**src/rtl/spi_mon_pkg.sv**
```systemverilog
package spi_mon_pkg;

   localparam int BYTE_W = 8;
   localparam int OP_W   = 3;
   localparam int ADR_W  = 5;
   localparam int BANK_W = 2;
   localparam int ERR_W  = 5;

   typedef enum logic [OP_W-1:0] {
      OP_RD_REG  = 3'd0,
      OP_RD_BUF  = 3'd1,
      OP_WR_REG  = 3'd2,
      OP_WR_BUF  = 3'd3,
      OP_BIT_SET = 3'd4,
      OP_BIT_CLR = 3'd5,
      OP_RSVD    = 3'd6,
      OP_RESET   = 3'd7
   } mon_op_e;

   localparam int ERR_UNK_OP   = 0;
   localparam int ERR_LENGTH   = 1;
   localparam int ERR_HEADER   = 2;
   localparam int ERR_BANK_UNK = 3;
   localparam int ERR_DUMMY    = 4;

   localparam logic [BYTE_W-1:0] RD_BUF_HDR = 8'h3A;
   localparam logic [BYTE_W-1:0] WR_BUF_HDR = 8'h7A;

endpackage

```
**src/rtl/spi_mon_sync.sv**
```systemverilog
module spi_mon_sync #(
   parameter int STAGES = 2
) (
   input  logic clk,
   input  logic rst_n,
   input  logic cs_n_raw,
   input  logic sck_raw,
   input  logic mosi_raw,
   input  logic miso_raw,
   output logic cs_low,
   output logic mosi_s,
   output logic miso_s,
   output logic cs_fall,
   output logic cs_rise,
   output logic sck_rise
);
   localparam int         LANES   = 4;
   localparam logic [3:0] IDLE_VAL = 4'b1000;

   logic [LANES-1:0] chain [STAGES];
   logic             cs_d, sck_d;

   genvar g;
   generate
      for (g = 0; g < STAGES; g++) begin : g_stage
         if (g == 0) begin : g_first
            always_ff @(posedge clk or negedge rst_n) begin
               if (!rst_n) chain[g] <= IDLE_VAL;
               else        chain[g] <= {cs_n_raw, sck_raw, mosi_raw, miso_raw};
            end
         end else begin : g_next
            always_ff @(posedge clk or negedge rst_n) begin
               if (!rst_n) chain[g] <= IDLE_VAL;
               else        chain[g] <= chain[g-1];
            end
         end
      end
   endgenerate

   always_ff @(posedge clk or negedge rst_n) begin
      if (!rst_n) begin
         cs_d  <= 1'b1;
         sck_d <= 1'b0;
      end else begin
         cs_d  <= chain[STAGES-1][3];
         sck_d <= chain[STAGES-1][2];
      end
   end

   assign cs_low   = ~chain[STAGES-1][3];
   assign mosi_s   = chain[STAGES-1][1];
   assign miso_s   = chain[STAGES-1][0];
   assign cs_fall  = cs_d & ~chain[STAGES-1][3];
   assign cs_rise  = ~cs_d & chain[STAGES-1][3];
   assign sck_rise = ~sck_d & chain[STAGES-1][2];

endmodule

```
**src/rtl/spi_mon_shifter.sv**
```systemverilog
module spi_mon_shifter
   import spi_mon_pkg::*;
#(
   parameter int CNT_W = 8
) (
   input  logic              clk,
   input  logic              rst_n,
   input  logic              cs_fall,
   input  logic              cs_rise,
   input  logic              cs_low,
   input  logic              sck_rise,
   input  logic              mosi_s,
   input  logic              miso_s,
   output logic [BYTE_W-1:0] hdr,
   output logic [BYTE_W-1:0] b1_mosi,
   output logic [BYTE_W-1:0] b1_miso,
   output logic [BYTE_W-1:0] b2_miso,
   output logic [BYTE_W-1:0] last_mosi,
   output logic [CNT_W-1:0]  byte_cnt,
   output logic              frame_done
);
   localparam int              BIT_W   = $clog2(BYTE_W);
   localparam logic [BIT_W-1:0] BIT_LAST = BIT_W'(BYTE_W - 1);
   localparam logic [CNT_W-1:0] CNT_MAX  = '1;

   logic              active;
   logic [BIT_W-1:0]  bit_cnt;
   logic [BYTE_W-1:0] sh_mosi, sh_miso;
   logic [BYTE_W-1:0] nx_mosi, nx_miso;
   logic              byte_end;

   assign nx_mosi  = {sh_mosi[BYTE_W-2:0], mosi_s};
   assign nx_miso  = {sh_miso[BYTE_W-2:0], miso_s};
   assign byte_end = active & cs_low & sck_rise & (bit_cnt == BIT_LAST);

   always_ff @(posedge clk or negedge rst_n) begin
      if (!rst_n) begin
         active    <= 1'b0;
         bit_cnt   <= '0;
         sh_mosi   <= '0;
         sh_miso   <= '0;
         hdr       <= '0;
         b1_mosi   <= '0;
         b1_miso   <= '0;
         b2_miso   <= '0;
         last_mosi <= '0;
         byte_cnt  <= '0;
      end else if (cs_fall) begin
         active    <= 1'b1;
         bit_cnt   <= '0;
         hdr       <= '0;
         b1_mosi   <= '0;
         b1_miso   <= '0;
         b2_miso   <= '0;
         last_mosi <= '0;
         byte_cnt  <= '0;
      end else if (cs_rise) begin
         active <= 1'b0;
      end else if (active && cs_low && sck_rise) begin
         sh_mosi <= nx_mosi;
         sh_miso <= nx_miso;
         bit_cnt <= bit_cnt + 1'b1;
         if (byte_end) begin
            last_mosi <= nx_mosi;
            if (byte_cnt == CNT_W'(0)) hdr <= nx_mosi;
            if (byte_cnt == CNT_W'(1)) begin
               b1_mosi <= nx_mosi;
               b1_miso <= nx_miso;
            end
            if (byte_cnt == CNT_W'(2)) b2_miso <= nx_miso;
            if (byte_cnt != CNT_MAX)   byte_cnt <= byte_cnt + 1'b1;
         end
      end
   end

   assign frame_done = cs_rise & active & (byte_cnt != '0);

endmodule

```
**src/rtl/spi_mon_decoder.sv**
```systemverilog
module spi_mon_decoder
   import spi_mon_pkg::*;
#(
   parameter int               CNT_W    = 8,
   parameter logic [ADR_W-1:0] BANK_REG = 5'h1F
) (
   input  logic              clk,
   input  logic              rst_n,
   input  logic              frame_done,
   input  logic [BYTE_W-1:0] hdr,
   input  logic [BYTE_W-1:0] b1_mosi,
   input  logic [BYTE_W-1:0] b1_miso,
   input  logic [BYTE_W-1:0] b2_miso,
   input  logic [BYTE_W-1:0] last_mosi,
   input  logic [CNT_W-1:0]  byte_cnt,
   input  logic              mac_class,
   output logic              rpt_valid,
   output logic [OP_W-1:0]   rpt_op,
   output logic [ADR_W-1:0]  rpt_addr,
   output logic [BANK_W-1:0] rpt_bank,
   output logic              rpt_bank_known,
   output logic [BYTE_W-1:0] rpt_data,
   output logic [BYTE_W-1:0] rpt_last,
   output logic [CNT_W-1:0]  rpt_count,
   output logic [ERR_W-1:0]  rpt_err,
   output logic [BANK_W-1:0] shadow_bank,
   output logic [BANK_W-1:0] shadow_known
);
   mon_op_e           op;
   logic [ADR_W-1:0]  addr;
   logic              on_bank_reg, all_known;
   logic              is_regop, len_chk, len_ok;
   logic [ERR_W-1:0]  err_c;
   logic [BYTE_W-1:0] data_c;
   logic [BANK_W-1:0] mask, bank_nx, known_nx;

   assign op          = mon_op_e'(hdr[BYTE_W-1 -: OP_W]);
   assign addr        = hdr[ADR_W-1:0];
   assign on_bank_reg = (addr == BANK_REG);
   assign all_known   = &shadow_known;
   assign mask        = b1_mosi[BANK_W-1:0];
   assign is_regop    = (op == OP_RD_REG) || (op == OP_WR_REG) ||
                        (op == OP_BIT_SET) || (op == OP_BIT_CLR);

   always_comb begin
      len_chk = 1'b1;
      len_ok  = 1'b1;
      unique case (op)
         OP_RD_REG:  len_ok = (byte_cnt == CNT_W'(2)) || (byte_cnt == CNT_W'(3));
         OP_WR_REG,
         OP_BIT_SET,
         OP_BIT_CLR: len_ok = (byte_cnt == CNT_W'(2));
         OP_RESET:   len_ok = (byte_cnt == CNT_W'(1));
         default:    len_chk = 1'b0;
      endcase
   end

   always_comb begin
      err_c               = '0;
      err_c[ERR_UNK_OP]   = (op == OP_RSVD);
      err_c[ERR_LENGTH]   = len_chk & ~len_ok;
      err_c[ERR_HEADER]   = ((op == OP_RD_BUF) && (hdr != RD_BUF_HDR)) ||
                            ((op == OP_WR_BUF) && (hdr != WR_BUF_HDR));
      err_c[ERR_BANK_UNK] = is_regop & len_ok & ~all_known;
      err_c[ERR_DUMMY]    = (op == OP_RD_REG) & len_ok & all_known &
                            (mac_class ? (byte_cnt != CNT_W'(3))
                                       : (byte_cnt != CNT_W'(2)));
   end

   always_comb begin
      unique case (op)
         OP_RD_REG:  data_c = (byte_cnt == CNT_W'(3)) ? b2_miso : b1_miso;
         OP_RD_BUF:  data_c = b1_miso;
         OP_WR_REG,
         OP_WR_BUF,
         OP_BIT_SET,
         OP_BIT_CLR: data_c = b1_mosi;
         default:    data_c = '0;
      endcase
   end

   always_comb begin
      bank_nx  = shadow_bank;
      known_nx = shadow_known;
      if (len_ok) begin
         unique case (op)
            OP_WR_REG: if (on_bank_reg) begin
               bank_nx  = mask;
               known_nx = '1;
            end
            OP_BIT_SET: if (on_bank_reg) begin
               bank_nx  = shadow_bank | mask;
               known_nx = shadow_known | mask;
            end
            OP_BIT_CLR: if (on_bank_reg) begin
               bank_nx  = shadow_bank & ~mask;
               known_nx = shadow_known | mask;
            end
            OP_RESET: begin
               bank_nx  = '0;
               known_nx = '1;
            end
            default: ;
         endcase
      end
   end

   always_ff @(posedge clk or negedge rst_n) begin
      if (!rst_n) begin
         rpt_valid      <= 1'b0;
         rpt_op         <= '0;
         rpt_addr       <= '0;
         rpt_bank       <= '0;
         rpt_bank_known <= 1'b0;
         rpt_data       <= '0;
         rpt_last       <= '0;
         rpt_count      <= '0;
         rpt_err        <= '0;
         shadow_bank    <= '0;
         shadow_known   <= '0;
      end else begin
         rpt_valid <= frame_done;
         if (frame_done) begin
            rpt_op         <= op;
            rpt_addr       <= addr;
            rpt_bank       <= shadow_bank;
            rpt_bank_known <= all_known;
            rpt_data       <= data_c;
            rpt_last       <= last_mosi;
            rpt_count      <= byte_cnt;
            rpt_err        <= err_c;
            shadow_bank    <= bank_nx;
            shadow_known   <= known_nx;
         end
      end
   end

endmodule

```
**src/rtl/spi_cmd_monitor.sv**
```systemverilog
module spi_cmd_monitor
   import spi_mon_pkg::*;
#(
   parameter int               SYNC_STAGES = 2,
   parameter int               CNT_W       = 8,
   parameter logic [ADR_W-1:0] BANK_REG    = 5'h1F
) (
   input  logic              clk,
   input  logic              rst_n,
   input  logic              spi_cs_n,
   input  logic              spi_sck,
   input  logic              spi_mosi,
   input  logic              spi_miso,
   input  logic              mac_class,
   output logic              rpt_valid,
   output logic [2:0]        rpt_op,
   output logic [4:0]        rpt_addr,
   output logic [1:0]        rpt_bank,
   output logic              rpt_bank_known,
   output logic [7:0]        rpt_data,
   output logic [7:0]        rpt_last,
   output logic [CNT_W-1:0]  rpt_count,
   output logic [4:0]        rpt_err
);
   generate
      if (SYNC_STAGES < 2) begin : g_bad_sync
         $error("SYNC_STAGES must be at least 2");
      end
      if (CNT_W < 2) begin : g_bad_cnt
         $error("CNT_W must hold a count of 3");
      end
   endgenerate

   logic              cs_low_w, mosi_w, miso_w;
   logic              cs_fall_w, cs_rise_w, sck_rise_w;
   logic [BYTE_W-1:0] hdr_w, b1_mosi_w, b1_miso_w, b2_miso_w, last_w;
   logic [CNT_W-1:0]  cnt_w;
   logic              done_w;
   logic [BANK_W-1:0] shadow_bank_w, shadow_known_w;

   spi_mon_sync #(.STAGES(SYNC_STAGES)) sync_i (
      .clk      (clk),
      .rst_n    (rst_n),
      .cs_n_raw (spi_cs_n),
      .sck_raw  (spi_sck),
      .mosi_raw (spi_mosi),
      .miso_raw (spi_miso),
      .cs_low   (cs_low_w),
      .mosi_s   (mosi_w),
      .miso_s   (miso_w),
      .cs_fall  (cs_fall_w),
      .cs_rise  (cs_rise_w),
      .sck_rise (sck_rise_w)
   );

   spi_mon_shifter #(.CNT_W(CNT_W)) shift_i (
      .clk        (clk),
      .rst_n      (rst_n),
      .cs_fall    (cs_fall_w),
      .cs_rise    (cs_rise_w),
      .cs_low     (cs_low_w),
      .sck_rise   (sck_rise_w),
      .mosi_s     (mosi_w),
      .miso_s     (miso_w),
      .hdr        (hdr_w),
      .b1_mosi    (b1_mosi_w),
      .b1_miso    (b1_miso_w),
      .b2_miso    (b2_miso_w),
      .last_mosi  (last_w),
      .byte_cnt   (cnt_w),
      .frame_done (done_w)
   );

   spi_mon_decoder #(.CNT_W(CNT_W), .BANK_REG(BANK_REG)) dec_i (
      .clk            (clk),
      .rst_n          (rst_n),
      .frame_done     (done_w),
      .hdr            (hdr_w),
      .b1_mosi        (b1_mosi_w),
      .b1_miso        (b1_miso_w),
      .b2_miso        (b2_miso_w),
      .last_mosi      (last_w),
      .byte_cnt       (cnt_w),
      .mac_class      (mac_class),
      .rpt_valid      (rpt_valid),
      .rpt_op         (rpt_op),
      .rpt_addr       (rpt_addr),
      .rpt_bank       (rpt_bank),
      .rpt_bank_known (rpt_bank_known),
      .rpt_data       (rpt_data),
      .rpt_last       (rpt_last),
      .rpt_count      (rpt_count),
      .rpt_err        (rpt_err),
      .shadow_bank    (shadow_bank_w),
      .shadow_known   (shadow_known_w)
   );

endmodule

```
**config.mk**
```make
export PLATFORM = sky130hd
export DESIGN_NAME = spi_cmd_monitor
export DESIGN_NICKNAME = d
export VERILOG_FILES = /design/src/rtl/spi_mon_pkg.sv /design/src/rtl/spi_mon_sync.sv /design/src/rtl/spi_mon_shifter.sv /design/src/rtl/spi_mon_decoder.sv /design/src/rtl/spi_cmd_monitor.sv
export SDC_FILE = /design/constraint.sdc
export NUM_CORES = 1
export LEC_CHECK = 0
export ABC_CLOCK_PERIOD_IN_PS = 3050
export BUFFER_PORTS_ARGS = -buffer_cell sky130_fd_sc_hd__buf_2
export CAP_MARGIN = 20
export CELL_PAD_IN_SITES_DETAIL_PLACEMENT = 1
export CELL_PAD_IN_SITES_GLOBAL_PLACEMENT = 1
export CORE_ASPECT_RATIO = 1.25
export CORE_MARGIN = 2
export CORE_UTILIZATION = 35
export DETAILED_ROUTE_END_ITERATION = 16
export GPL_TIMING_DRIVEN = 1
export PLACE_DENSITY = 0.57
export SKIP_LAST_GASP = 1
export SLEW_MARGIN = 25
export SYNTH_ARGS = -nofsm -noshare
export SYNTH_HDL_FRONTEND = slang
export SYNTH_HIERARCHICAL = 1
export SYNTH_SLANG_ARGS = --single-unit
```
**constraint.sdc**
```tcl
create_clock -name clk -period 3.05 [get_ports clk]
set_clock_uncertainty 0.1 [all_clocks]
set_input_delay 0.305 -clock clk [delete_from_list [all_inputs] [get_ports clk]]
set_output_delay 0.305 -clock clk [all_outputs]
set_load 0.05 [all_outputs]
```
==> results of run 1 <==
==> synth_stat cells, drive strengths merged (2+ instances only) <==
master / instances / area [µm²]
a41oi: 8 / 70.07
clkbuf: 18 / 67.56
nor3: 3 / 15.01
mux2i: 33 / 330.3
xnor2: 3 / 26.28
and4: 10 / 87.58
nand4: 4 / 52.55
mux2: 45 / 506.7
nand2b: 5 / 31.28
nor2b: 6 / 37.54
a41o: 5 / 50.05
dfstp: 3 / 78.83
nor4: 2 / 33.78
a21oi: 26 / 130.1
a21o: 2 / 15.01
dfrtp: 118 / 2953
nor3b: 3 / 22.52
and2: 4 / 25.02
nand3: 3 / 15.01
ha: 10 / 125.1
nor2: 43 / 161.4
a311oi: 4 / 35.03
nand2: 44 / 165.2
o21ai: 10 / 50.05
and3: 6 / 37.54
a31oi: 13 / 81.33
buf: 8 / 47.54
o41ai: 2 / 36.29
a211oi: 2 / 15.01
inv: 16 / 60.06
==> logic make-up (layout without fill, tap and decap cells) <==
group / count (synthesis) / in the layout
AO/OA/AOI/OAI: 77 / 77
XOR/XNOR: 3 / 3
adder cells (fa/ha/maj): 11 / 11
buffers and inverters: 42 / 112
flip-flops: 121 / 121
multiplexers: 78 / 78
AND/OR/NAND/NOR: 140 / 140
==> registers in the layout (all words and copies together) (netlist names), 2 cells and up <==
signal and cells:
sync_i/chain 6, dec_i/rpt_last 8, dec_i/shadow_bank 2, shift_i/b1_mosi 8
dec_i/rpt_bank 2, dec_i/rpt_data 8, dec_i/rpt_count 8, shift_i/b2_miso 8
shift_i/sh_miso 7, dec_i/rpt_err 5, shift_i/hdr 8, dec_i/rpt_addr 5
shift_i/last_mosi 8, shift_i/bit_cnt 3, dec_i/rpt_op 3, shift_i/b1_miso 8
shift_i/byte_cnt 8, shift_i/sh_mosi 7, dec_i/shadow_known 2
==> routing by layer <==
layer	up-vias	GRT usage (%)	wire length, µm
li1	1797	-	-
met3	21	3.290	330
met1	2002	22.32	6125
met5	-	0	0
met4	0	7.581	248
met2	61	31.24	7182
==> critical path: stages, from the launching register on <==
cell	delay [ns]
dfstp_2	0.52
and2b_2	0.24
and4b_1	0.55
nand2_1	0.34
a31oi_1	0.34
mux2_2	0.37
==> power breakdown <==
part           switching [mW]  leakage, nW  total [mW]  internal, mW
Combinational          0.0626         1.49       0.111        0.0484
Sequential             0.0551         1.65        1.71          1.65
Clock                   0.700        0.292        2.06          1.36
Total                   0.818         3.43        3.88          3.06
==> what timing repair did <==
item / CTS / global route
gates resized for setup: 0 / 0
hold buffers: 5 / 0
buffers inserted: 0 / 0
hold endpoints to repair: 48 / 0
setup endpoints to repair: 0 / 0
==> per-stage QoR <==
step	utilization, %	worst slack (ns)	total power, mW
5_1_grt	42.99	0.3038	4.011
2_1_floorplan	-	0.9178	1.765
3_3_place_gp	38.80	0.5890	1.841
3_5_place_dp	38.80	0.4881	1.847
4_1_cts	42.99	0.4775	3.942
6_report	42.99	0.4703	3.875
==> how the worst min path moves through the flow <==
stage | depth (start not counted) | to | slack [ns] | start
after floorplan | 0 | dec_i/rpt_addr[0]$_DFFE_PN0P_ | -0.09 | rst_n
after global placement | 0 | sync_i/miso_s$_DFF_PN0_ | 0.24 | sync_i/chain[4]$_DFF_PN0_
after detailed placement | 0 | sync_i/mosi_s$_DFF_PN0_ | 0.24 | sync_i/chain[5]$_DFF_PN0_
after CTS | 0 | sync_i/mosi_s$_DFF_PN0_ | 0.25 | sync_i/chain[5]$_DFF_PN0_
after global routing | 0 | sync_i/miso_s$_DFF_PN0_ | 0.26 | sync_i/chain[4]$_DFF_PN0_
final | 0 | sync_i/mosi_s$_DFF_PN0_ | 0.25 | sync_i/chain[5]$_DFF_PN0_
==> final cells by class <==
cell class                      count  share of cell area, %
Tap cell                          212                  3.995
Multi-Input combinational cell    309                  34.56
Clock inverter                     10                  2.299
Inverter                           16                 0.9046
Timing Repair Buffer               64                  5.880
Clock buffer                       22                  6.691
Sequential cell                   121                  45.67
==> results.toml, run 1 <==
[synthesis]
ys_seq_area_share_pct = 55.29
synthArstFlopShare_pct = 100.0
yosysWarnings = 6
synth_cells = 472
synth-compound-area-share_pct = 9.699
synth-simple-area-share_pct = 13.60
synthFlopType = "dfrtp_1"
synth_area_um2 = 5483
synthDistinctLibCells = 51
synth_xor_xnor_area_share_pct = 0.4792
synth_edf_count = 0
synth_mux_area_share_pct = 15.27
synthAdderAreaFrac_pct = 2.465
postSynthAreaPerCell_um2 = 11.62
syn_nets = 489
ys_ff_latch = 121
synth_top_family_by_area = "multiplexers"

[worst_setup_path]
crit_path_end_kind = "register"
r2r_start = "sync_i/cs_d$_DFF_PN1_"
critical_path_arrival_ns = 2.78
worst_r2r_path_depth = 5
timing.rr.end = "shift_i/byte_cnt[0]$_DFFE_PN0P_"
crit_path_start = "sync_i/cs_d$_DFF_PN1_"
worst-setup-path-type = "reg2reg"
worstPathRequired_ns = 3.25
crit_path_max_fanout = 10
critPathLaunchType = "register"
endpoint = "shift_i/byte_cnt[0]$_DFFE_PN0P_"
reg2reg_slack_ns = 0.47

[sta]
max_freq_ghz = 0.3876
relSlewSlack_pct = 51.82
fin_setup_tns_ns = 0
setup_violations = 0
hold-worst-slack_ns = 0.2494
period_share_pct = 84.58
slew_violations = 0
worst_pin_slew_ns = 0.7201
min_period_ns = 2.580
rsz0062_at_grt = "false"
hold_viol = 0

[global_routing]
gr-total-overflow = 0
track_usage_pct = 18.16
grt_pass1_vias = 4211
antenna_found_initial = 0
grt_start_max_net_pins = 55
grt_pass1_wl_um = 22830

[cells_and_area]
fin_nets = 546
layout-drive-gt1-share_pct = 26.57
regArea_um2 = 3032
final_common_cell = "dfrtp_1"
multi_input_area_um2 = 2295
diodes = 0
layout_common_cells = "dfrtp_1 (118), buf_2 (46), nand2_1 (44)"
finalInstanceArea_um2 = 6639
nFillCells = 1674
final_cells = 754
syn2layout_area_growth_pct = 21.09

[floorplanning]
coreArea_um2 = 15440
fp.dieW_um = 115.9
die-area_um2 = 16690
fp.dieH_um = 143.9
start_util_pct = 35.50
num_io_pins = 48
rows = 51

[routing]
vias = 3881
wire_per_inst_um = 18.42
dr.pass1.iters = 7
antenna_left = 0
drc = 0
vias_per_cell = 5.147
drt_iter0_markers = 137
wl_um = 13890

[power_and_ir_drop]
p_leak_nw = 3.427
power_density_nw_per_um2 = 583.7
irDropWorstVdd_mv = 0.3655

[clock_tree]
numClockSinks = 121
h-tree-depth = 4
cts_buffer_depth = 2
cts_buffers = 17
clk_pin_slew_ns = 0.05
clk_latency_ns = 0.42
clockRootBuffer = "clkbuf_16"
cts_tree = "yes"

[worst_hold_path]
min_path_type = "reg2reg"

[placement]
gp_congestion = 0.7581
dpl.cell_count = 717
place_hpwl_um = 9205
numPortBuffers = 47
post_dp_cell_area_um2 = 5992

[status]
status = "completed"

[run]
maxCapViolCount = 0
Note: power is estimated with default switching activity, not from simulation.
==> inputs of run 2 (changes only) <==
- ABC_AREA: not set -> 1
- ABC_CLOCK_PERIOD_IN_PS: 3050 -> 2400
- PLACE_DENSITY: 0.57 -> 0.6
- clock period: 3.05 -> 2.4 ns (I/O delays scaled with it)
==> results.toml, run 2 <==
[sta]
setup_violations = 0
slew_violations = 0
fin_ws_ns = 0.2592
period_share_pct = 89.20
fin_setup_tns_ns = 0
worst_pin_slew_ns = 0.6909
max_freq_ghz = 0.4671
hold-worst-slack_ns = 0.07060
min_period_ns = 2.141
relSlewSlack_pct = 53.94
hold_viol = 0
rsz0062_at_grt = "false"

[worst_setup_path]
critical_path_arrival_ns = 2.41
worstPathRequired_ns = 2.67
crit_path_max_fanout = 9
worst-setup-path-type = "reg2reg"
cpPeakStageDelay_ns = 0.52
crit_chain = "inv_1, ha_1, nand2_1, nor2_1, nor3_2, inv_1, nor2_1, nand2_1, nand2_1"
crit_path_frequent_cell = "nand2_1"
path_buf_inv = 2
cp_slowest_cell = "dfrtp_1"
critPathTopFamily = "simple AND/OR/NAND/NOR gates"
crit_path_end_kind = "register"
critPathLaunchType = "register"

[global_routing]
gr-total-overflow = 0
grt_pass1_wl_um = 24750
track_usage_pct = 18.80
grt_pass1_vias = 4821
antenna_found_initial = 0
grt_start_max_net_pins = 53

[synthesis]
synthFlopType = "dfrtp_1"
synthArstFlopShare_pct = 100.0
syn_nets = 669
synth_area_leaders = "dfrtp_1 (53%), nand2_1 (15%), nand3_1 (5.9%)"
synthTopCellsByCount = "nand2_1 (226), dfrtp_1 (118), nand3_1 (66)"
ys_ff_latch = 121
yosys.area.top_type = "dfrtp_1"
synth_top_area_share_pct = 52.66
synth_edf_count = 0
ys_seq_area_share_pct = 54.06
synth_cells = 652
postSynthAreaPerCell_um2 = 8.601
synth_area_um2 = 5608
synthDistinctLibCells = 34
yosysWarnings = 6
synth_most_common_cell = "nand2_1"

[placement]
dpl.cell_count = 896
gp_congestion = 0.8218
place_ws_ns = 0.2363
numPortBuffers = 47
place_hpwl_um = 10440

[floorplanning]
rows = 51
coreArea_um2 = 15630
start_util_pct = 35.87
die-area_um2 = 17060
num_io_pins = 48
fp.dieH_um = 145.5
fp.dieW_um = 117.2

[routing]
dr.pass1.iters = 4
vias = 4548
antenna_left = 0
drt_iter0_markers = 180
vias_per_cell = 4.880
wire_per_inst_um = 15.63
drc = 0
wl_um = 14560

[clock_tree]
post_cts_buffers = 0
clk_pin_slew_ns = 0.06
cts_tree = "yes"
cts_buffer_depth = 2
cts_buffers = 17
clk_latency_ns = 0.43
numClockSinks = 121
clockRootBuffer = "clkbuf_16"
h-tree-depth = 4

[status]
status = "completed"

[cells_and_area]
layout_common_cells = "nand2_1 (226), dfrtp_1 (118), nand3_1 (66)"
layout-drive-gt1-share_pct = 18.19
multi_input_area_um2 = 2238
diodes = 0
final_common_cell = "nand2_1"
syn2layout_area_growth_pct = 20.15
utilization_pct = 43.10
nFillCells = 1871
fin_nets = 725
regArea_um2 = 3032
final_cells = 932

[power_and_ir_drop]
irDropWorstVdd_mv = 0.3922
p_leak_nw = 3.575
power_density_nw_per_um2 = 920.3

[run]
maxCapViolCount = 0

[worst_hold_path]
min_path_type = "in2reg"
[run 2: cells by family after synthesis]
logic type	after synthesis	synth area share, %
flops	121	54.06
simple gates	379	30.48
buf+inv	74	6.113
compound gates	68	7.117
fa+ha+maj	10	2.231
[run 2: metrics by stage]
| stage | area, µm² | total power, mW |
|---|---|---|
| floorplan | 5608 | 3.201 |
| detailed placement | 6068 | 3.552 |
| CTS | 6738 | 6.289 |
| finish | 6738 | 6.201 |
| global route | 6738 | 6.504 |
| global placement | 6068 | 3.531 |
[run 2: layer usage]
layer  up-vias  part of all wire [%]  GRT usage [%]
li1       2236                     -              -
met3        18                   3.0          4.581
met5         -                     0              0
met1      2225                    45          23.77
met4         0                   1.8          6.941
met2        69                    50          30.83
[run 2: report_power, final]
part           internal, mW  switching, mW
sequential             2.22          0.141
combinational         0.269          0.873
clock                  1.80          0.892
[run 2: final timing paths]
path | startpoint | endpoint | slack (ns) | cells past startpoint
max in group asynchronous | rst_n | shift_i/b2_miso[0]$_DFFE_PN0P_ | 1.17 | 3
setup / recovery | shift_i/byte_cnt[0]$_DFFE_PN0P_ | dec_i/rpt_data[3]$_DFFE_PN0P_ | 0.26 | 9
hold / removal | mac_class | dec_i/rpt_err[4]$_DFFE_PN0P_ | 0.07 | 4
setup reg to reg | shift_i/byte_cnt[0]$_DFFE_PN0P_ | dec_i/rpt_data[3]$_DFFE_PN0P_ | 0.26 | 9
hold reg to reg | sync_i/chain[6]$_DFF_PN0_ | sync_i/chain[2]$_DFF_PN0_ | 0.25 | 0
min in group asynchronous | rst_n | dec_i/rpt_last[4]$_DFFE_PN0P_ | 0.31 | 2
[run 2: final cells by class]
class	instances	share of cell area, %
clock inverter	9	2.154
tap	212	3.937
timing repair buffer	65	6.091
inverter	46	2.563
sequential	121	45.00
clock buffer	22	7.038
multi-input combinational	457	33.22
[run 2: worst min-delay path, stage by stage]
cell and delay, ns:
buf_2 0.09, o211ai_1 0.09, nand3_1 0.07, o21ai_0 0.06
[run 2: repair_timing]
item                                   4_1_cts  5_1_grt
endpoints found under the hold margin       50        0
hold buffers                                 5        0
gates resized for setup                      0        0
